**src/rtl/lnk_pkg.sv**
```systemverilog
package lnk_pkg;
   typedef enum logic [2:0] {
      ST_LOCK = 3'd0,
      ST_OFF  = 3'd1,
      ST_ARM  = 3'd2,
      ST_LINK = 3'd3,
      ST_FLT  = 3'd4
   } lnk_state_e;
endpackage

```
**src/rtl/lnk_sync.sv**
```systemverilog
module lnk_sync #(
   parameter int STAGES = 2,
   parameter bit RST_VAL = 1'b1
) (
   input  logic clk,
   input  logic rst_n,
   input  logic d_i,
   output logic q_o
);
   generate
      if (STAGES < 2) begin : g_bad
         $error("lnk_sync: STAGES must be at least 2");
      end
   endgenerate

   logic [STAGES-1:0] chain_q;

   generate
      genvar i;
      for (i = 0; i < STAGES; i++) begin : g_stage
         if (i == 0) begin : g_first
            always_ff @(posedge clk or negedge rst_n) begin
               if (!rst_n) chain_q[0] <= RST_VAL;
               else        chain_q[0] <= d_i;
            end
         end else begin : g_next
            always_ff @(posedge clk or negedge rst_n) begin
               if (!rst_n) chain_q[i] <= RST_VAL;
               else        chain_q[i] <= chain_q[i-1];
            end
         end
      end
   endgenerate

   assign q_o = chain_q[STAGES-1];
endmodule

```
**src/rtl/lnk_side_mon.sv**
```systemverilog
module lnk_side_mon #(
   parameter int IDLE_CYCLES = 19000,
   parameter int SYNC_STAGES = 2
) (
   input  logic clk,
   input  logic rst_n,
   input  logic hold_i,
   input  logic sda_i,
   input  logic scl_i,
   output logic stop_o,
   output logic idle_o
);
   localparam int CW = $clog2(IDLE_CYCLES + 1);
   localparam logic [CW-1:0] CMAX = CW'(IDLE_CYCLES);

   generate
      if (IDLE_CYCLES < 1) begin : g_bad
         $error("lnk_side_mon: IDLE_CYCLES must be at least 1");
      end
   endgenerate

   logic sda_s, scl_s, sda_prev_q;
   logic [CW-1:0] quiet_cnt_q;

   lnk_sync #(.STAGES(SYNC_STAGES), .RST_VAL(1'b1)) u_sda_sync (
      .clk(clk), .rst_n(rst_n), .d_i(sda_i), .q_o(sda_s));
   lnk_sync #(.STAGES(SYNC_STAGES), .RST_VAL(1'b1)) u_scl_sync (
      .clk(clk), .rst_n(rst_n), .d_i(scl_i), .q_o(scl_s));

   always_ff @(posedge clk or negedge rst_n) begin
      if (!rst_n) begin
         sda_prev_q  <= 1'b1;
         quiet_cnt_q <= '0;
      end else begin
         sda_prev_q <= sda_s;
         if (hold_i || !sda_s || !scl_s) quiet_cnt_q <= '0;
         else if (quiet_cnt_q != CMAX)   quiet_cnt_q <= quiet_cnt_q + 1'b1;
      end
   end

   assign stop_o = sda_s && !sda_prev_q && scl_s;
   assign idle_o = (quiet_cnt_q == CMAX);

   // quiet only if both lines were high at the previous edge
   assert_idle_lines_R3: assert property (@(posedge clk) disable iff (!rst_n)
      idle_o |-> $past(sda_s) && $past(scl_s) && !$past(hold_i));
   // lockout clears the quiet count
   assert_hold_clears_R2: assert property (@(posedge clk) disable iff (!rst_n)
      hold_i |=> !idle_o);
endmodule

```
**src/rtl/lnk_fsm.sv**
```systemverilog
module lnk_fsm
   import lnk_pkg::*;
(
   input  logic clk,
   input  logic rst_n,
   input  logic en_i,
   input  logic pwr_good_i,
   input  logic fault_i,
   input  logic up_stop_i,
   input  logic up_idle_i,
   input  logic dn_stop_i,
   input  logic dn_idle_i,
   output logic link_o,
   output logic ready_o,
   output logic accel_ok_o
);
   lnk_state_e st_q, st_n;
   logic fault_q, join_ok, link_q, ready_q, accel_q;

   assign join_ok = (up_idle_i && dn_idle_i) ||
                    (up_stop_i && dn_idle_i) ||
                    (dn_stop_i && up_idle_i);

   always_comb begin
      st_n = st_q;
      if (!pwr_good_i) st_n = ST_LOCK;
      else begin
         unique case (st_q)
            ST_LOCK: st_n = en_i ? ST_ARM : ST_OFF;
            ST_OFF:  if (en_i) st_n = fault_i ? ST_LINK : ST_ARM;
            ST_ARM:  if (!en_i) st_n = ST_OFF;
                     else if (join_ok) st_n = ST_LINK;
            ST_LINK: if (!en_i) st_n = ST_OFF;
                     else if (fault_i && !fault_q) st_n = ST_FLT;
            ST_FLT:  if (!en_i) st_n = ST_OFF;
                     else if (!fault_i) st_n = ST_ARM;
            default: st_n = ST_LOCK;
         endcase
      end
   end

   always_ff @(posedge clk or negedge rst_n) begin
      if (!rst_n) begin
         st_q    <= ST_LOCK;
         fault_q <= 1'b0;
         link_q  <= 1'b0;
         ready_q <= 1'b0;
         accel_q <= 1'b0;
      end else begin
         st_q    <= st_n;
         fault_q <= fault_i;
         link_q  <= (st_n == ST_LINK);
         ready_q <= (st_n == ST_LINK) && en_i && pwr_good_i;
         accel_q <= (st_q == ST_LINK) && (st_n == ST_LINK);
      end
   end

   assign link_o     = link_q;
   assign ready_o    = ready_q;
   assign accel_ok_o = accel_q;

   assert_lockout_R2: assert property (@(posedge clk) disable iff (!rst_n)
      !pwr_good_i |=> !link_o);
   assert_en_off_R6: assert property (@(posedge clk) disable iff (!rst_n)
      !en_i |=> !link_o && !ready_o && !accel_ok_o);
   assert_ready_R7: assert property (@(posedge clk) disable iff (!rst_n)
      $rose(ready_o) |-> $past(en_i) && $past(pwr_good_i));
   assert_accel_R8: assert property (@(posedge clk) disable iff (!rst_n)
      $rose(accel_ok_o) |-> $past(link_o));
   assert_join_R4: assert property (@(posedge clk) disable iff (!rst_n)
      $rose(link_o) |-> $past(join_ok) || $past(fault_i));
   assert_fault_R9: assert property (@(posedge clk) disable iff (!rst_n)
      (link_o && en_i && pwr_good_i && fault_i && !fault_q) |=> !link_o);
endmodule

```
**src/rtl/seg_link_seq.sv**
```systemverilog
module seg_link_seq #(
   parameter int IDLE_CYCLES = 19000,
   parameter int SYNC_STAGES = 2
) (
   input  logic clk,
   input  logic rst_n,
   input  logic en_i,
   input  logic pwr_good_i,
   input  logic fault_disc_i,
   input  logic up_sda_i,
   input  logic up_scl_i,
   input  logic dn_sda_i,
   input  logic dn_scl_i,
   output logic link_o,
   output logic ready_o,
   output logic accel_ok_o
);
   localparam int NSIDE = 2;

   logic [NSIDE-1:0] sda_v, scl_v, stop_v, idle_v;
   assign sda_v = {dn_sda_i, up_sda_i};
   assign scl_v = {dn_scl_i, up_scl_i};

   generate
      genvar s;
      for (s = 0; s < NSIDE; s++) begin : g_side
         lnk_side_mon #(.IDLE_CYCLES(IDLE_CYCLES), .SYNC_STAGES(SYNC_STAGES)) u_mon (
            .clk(clk), .rst_n(rst_n), .hold_i(!pwr_good_i),
            .sda_i(sda_v[s]), .scl_i(scl_v[s]),
            .stop_o(stop_v[s]), .idle_o(idle_v[s]));
      end
   endgenerate

   lnk_fsm u_fsm (
      .clk(clk), .rst_n(rst_n), .en_i(en_i), .pwr_good_i(pwr_good_i),
      .fault_i(fault_disc_i),
      .up_stop_i(stop_v[0]), .up_idle_i(idle_v[0]),
      .dn_stop_i(stop_v[1]), .dn_idle_i(idle_v[1]),
      .link_o(link_o), .ready_o(ready_o), .accel_ok_o(accel_ok_o));

   assert_ready_link_R7: assert property (@(posedge clk) disable iff (!rst_n)
      ready_o |-> link_o);
endmodule

```
**config.mk**
```make
export PLATFORM = sky130hd
export DESIGN_NAME = seg_link_seq
export DESIGN_NICKNAME = d
export VERILOG_FILES = /design/src/rtl/lnk_pkg.sv /design/src/rtl/lnk_sync.sv /design/src/rtl/lnk_side_mon.sv /design/src/rtl/lnk_fsm.sv /design/src/rtl/seg_link_seq.sv
export SDC_FILE = /design/constraint.sdc
export NUM_CORES = 1
export LEC_CHECK = 0
export ABC_AREA = 1
export BUFFER_PORTS_ARGS = -buffer_cell sky130_fd_sc_hd__buf_2
export CORE_ASPECT_RATIO = 1.75
export CORE_MARGIN = 10
export CORE_UTILIZATION = 64
export CTS_CLUSTER_DIAMETER = 60
export DETAILED_ROUTE_END_ITERATION = 10
export GPL_TIMING_DRIVEN = 0
export MAX_ROUTING_LAYER = met4
export PLACE_DENSITY = 0.83
export SLEW_MARGIN = 10
export SYNTH_ARGS = -nofsm -noshare
export SYNTH_HDL_FRONTEND = slang
export SYNTH_SLANG_ARGS = --single-unit
```
**constraint.sdc**
```tcl
create_clock -name clk -period 2.82 [get_ports clk]
set_input_delay 0.564 -clock clk [delete_from_list [all_inputs] [get_ports clk]]
set_output_delay 0.564 -clock clk [all_outputs]
set_load 0.05 [all_outputs]
```
==> flow_summary.ini <==
[floorplan]
die_h_um = 99.0
placeableCoreArea_mm2 = 0.00340
die_area_mm2 = 0.00645
die_w_um = 65.1
start_util = 0.671
rows = 28
io_pins = 12

[power_and_ir_drop]
p_total_mw = 1.19
powerDensity_mw_per_mm2 = 479
p_leak_nw = 1.11
ir_drop_uv = 529

[setup_path]
reg2reg_from = g_side[0].u_mon.quiet_cnt_q[0]
reg2regPathDepth = 14
required_ns = 3.06
setup.worst_path.end_class = flip-flop
rrSetupSlack_ns = 1.12
critPathMaxFanout = 4
crit_arrival_ns = 1.94
r2r-end = u_fsm.accel_ok_o
criticalPathCategory = flip-flop to flip-flop
cp-start-kind = flip-flop

[run]
drv_cap = 0

[clock_tree]
clk_pin_slew_ns = 0.09
cts_root_buf = clkbuf_8
insertion_delay_ns = 0.31
cts-buffers-inserted = 5
clk_path_buf_depth = 2
cts.repair.resized = 0
hold_buffers = 0
cts_sinks = 47
cts_tree = yes
cts_setup_buffers = 0
h-tree-depth = 2

[sta]
finalSetupTns_ns = 0
setup_viol = 0
relSlewSlack = 0.337
finalMaxSlewViolations = 0
rsz0062_at_grt = no
finalCriticalPeriod_ns = 1.70
finClkSkew_ns = 0.00461
clock.fmax_mhz = 589
worstMarginPinSlew_ns = 0.994
fin_crit_sh = 0.602
finalHoldViolations = 0

[global_routing]
grt_pass1_wl_um = 7750
grt-ovfl-total = 0
antenna_found_initial = 0
grt_pass1_vias = 1854
track_usage = 0.154
grt_max_degree = 48

[status]
status = finished clean

[worst_hold_path]
hold_path_end = g_side[0].u_mon.u_sda_sync.chain_q[0]
min_path_type = primary input to flip-flop
min_from = up_sda_i
whs_path_depth = 1

[yosys]
synth_area_mm2 = 0.00228
synth_fp_nets = 282
ys_seq_area_frac = 0.521
yosysWarnings = 0
syn_avg_cell_area_um2 = 8.48
ys_types = 30
ys_async_sr_fraction = 1.00
synth_seq_cells = 47
synth_edf_count = 0
synthFlopType = dfrtp_1
netlist_instances = 269

[cells_and_area]
area_growth_pct = 9.05
regArea_mm2 = 0.00119
multi_input_area_um2 = 936
nets = 300
antenna_cells = 0
num-fill-cells = 282
final_cells = 333
drive_gt1_frac = 0.170

[detailed_routing]
top_layer = met4
drt-met1-wl_um = 1620
ant_nets = 0
drtIter0Drc = 113
via_per_inst = 5.50
num_vias = 1830
dr_wl_met3_um = 181
wl_met2_um = 2600
drc = 0
detail_route.wirelength_um = 4490
first_pass_iters = 5
wl_per_cell_um = 13.5

[place]
place.detailed.instances = 325
dp_hpwl_um = 3350
routabilityCongestion = 0.949
portBuffers = 11
## logic make-up after synthesis
logic type / Yosys count / synth area share
AND/OR/NAND/NOR: 130 / 0.270
flip-flops: 47 / 0.521
AO/OA/AOI/OAI: 43 / 0.103
buffers and inverters: 41 / 0.0686
XOR/XNOR: 4 / 0.0154
adder cells (fa/ha/maj): 4 / 0.0219
## cells in the final DEF, fill, tap and decap left out
master	netlist	layout
a211oi_1	3	3
a21o_1	1	1
a21oi_1	17	17
a31oi_1	2	2
buf_2	2	13
clkbuf_8	0	5
clkinv_1	3	3
dfrtp_1	37	37
dfstp_2	10	10
ha_1	4	4
inv_1	31	31
inv_2	5	5
inv_6	0	3
nand2_1	44	44
nand2_2	2	2
nand3_1	18	18
nand3_2	1	1
nand3b_1	1	1
nand4_1	6	6
nor2_1	35	35
nor2_2	4	4
nor2_4	1	1
nor3_1	10	10
nor3_2	4	4
nor3_4	1	1
nor3b_1	1	1
nor4_1	2	2
o2111ai_1	1	1
o21ai_0	15	15
o21ai_1	3	3
o21bai_1	1	1
xor2_1	4	4
## critical path: stages, from the launching register on
cell	delay, ns
dfrtp_1	0.39
inv_1	0.14
ha_1	0.17
inv_1	0.03
nor2_1	0.10
nand2_2	0.08
nor2_4	0.10
nand2_2	0.09
nand2_1	0.06
nand2_1	0.05
nand2_1	0.07
nand2_1	0.07
nand2_1	0.08
nand3_2	0.09
nor2_2	0.09
## area by class of cell
| type | count | share of cell area |
|---|---|---|
| sequential | 47 | 0.478 |
| multi-input combinational | 181 | 0.376 |
| inverter | 39 | 0.0589 |
| buffer | 2 | 0.00402 |
| clock buffer | 5 | 0.0277 |
| timing repair buffer | 11 | 0.0221 |
| tap | 45 | 0.0226 |
| clock inverter | 3 | 0.0106 |
## worst max path at each step
stage                                   start                        endpoint  slack [ns]  cells past startpoint
2_1_floorplan  g_side[0].u_mon.quiet_cnt_q[0]                u_fsm.accel_ok_o        1.34                     14
3_3_place_gp                       pwr_good_i  g_side[0].u_mon.quiet_cnt_q[1]        1.15                      5
3_5_place_dp                       pwr_good_i  g_side[0].u_mon.quiet_cnt_q[8]        1.12                      5
4_1_cts        g_side[0].u_mon.quiet_cnt_q[0]                u_fsm.accel_ok_o        1.11                     14
5_1_grt        g_side[0].u_mon.quiet_cnt_q[0]                u_fsm.accel_ok_o        0.90                     14
6_report       g_side[0].u_mon.quiet_cnt_q[0]                u_fsm.accel_ok_o        1.12                     14
## metrics by stage
stage	util	hold WS (ns)	cell area (µm²)	setup WS [ns]
after floorplan	-	0.268	2280	1.34
after global placement	0.704	0.345	2390	1.15
after detailed placement	0.704	0.347	2390	1.12
after CTS	0.732	0.338	2490	1.11
after global routing	0.732	0.327	2490	0.904
final	0.732	0.344	2490	1.12
## synth_stat cells (3+ instances only)
cell,instances,area [µm²]
clkinv_1,3,11.3
dfrtp_1,37,926
a211oi_1,3,22.5
inv_1,31,116
ha_1,4,50.1
nand2_1,44,165
nand3_1,18,90.1
nand4_1,6,37.5
o21ai_0,15,75.1
nor2_2,4,25.0
xor2_1,4,35.0
inv_2,5,18.8
dfstp_2,10,263
o21ai_1,3,15.0
nor3_1,10,50.1
nor2_1,35,131
a21oi_1,17,85.1
nor3_2,4,40.0
## sequential cells by signal, indices dropped and copies added, names as in the netlist, 2 cells and up
name                             count
g_side.u_mon.sda_prev_q              2
g_side.u_mon.u_scl_sync.q_o          2
g_side.u_mon.u_sda_sync.q_o          2
g_side.u_mon.u_scl_sync.chain_q      2
g_side.u_mon.quiet_cnt_q            30
u_fsm.st_q                           3
g_side.u_mon.u_sda_sync.chain_q      2
## power breakdown
part | internal (mW) | total, mW | switching, mW
Clock | 0.184 | 0.428 | 0.243
Combinational | 0.0179 | 0.0661 | 0.0482
Sequential | 0.692 | 0.698 | 0.00562
Total | 0.894 | 1.19 | 0.297
## routing by layer
layer / GRT usage / vias to the layer above
li1: - / 922
met1: 0.135 / 858
met5: - / -
met2: 0.287 / 39
met4: 0.0811 / 0
met3: 0.0374 / 11
No activity file was read; power rests on OpenSTA's default activity.
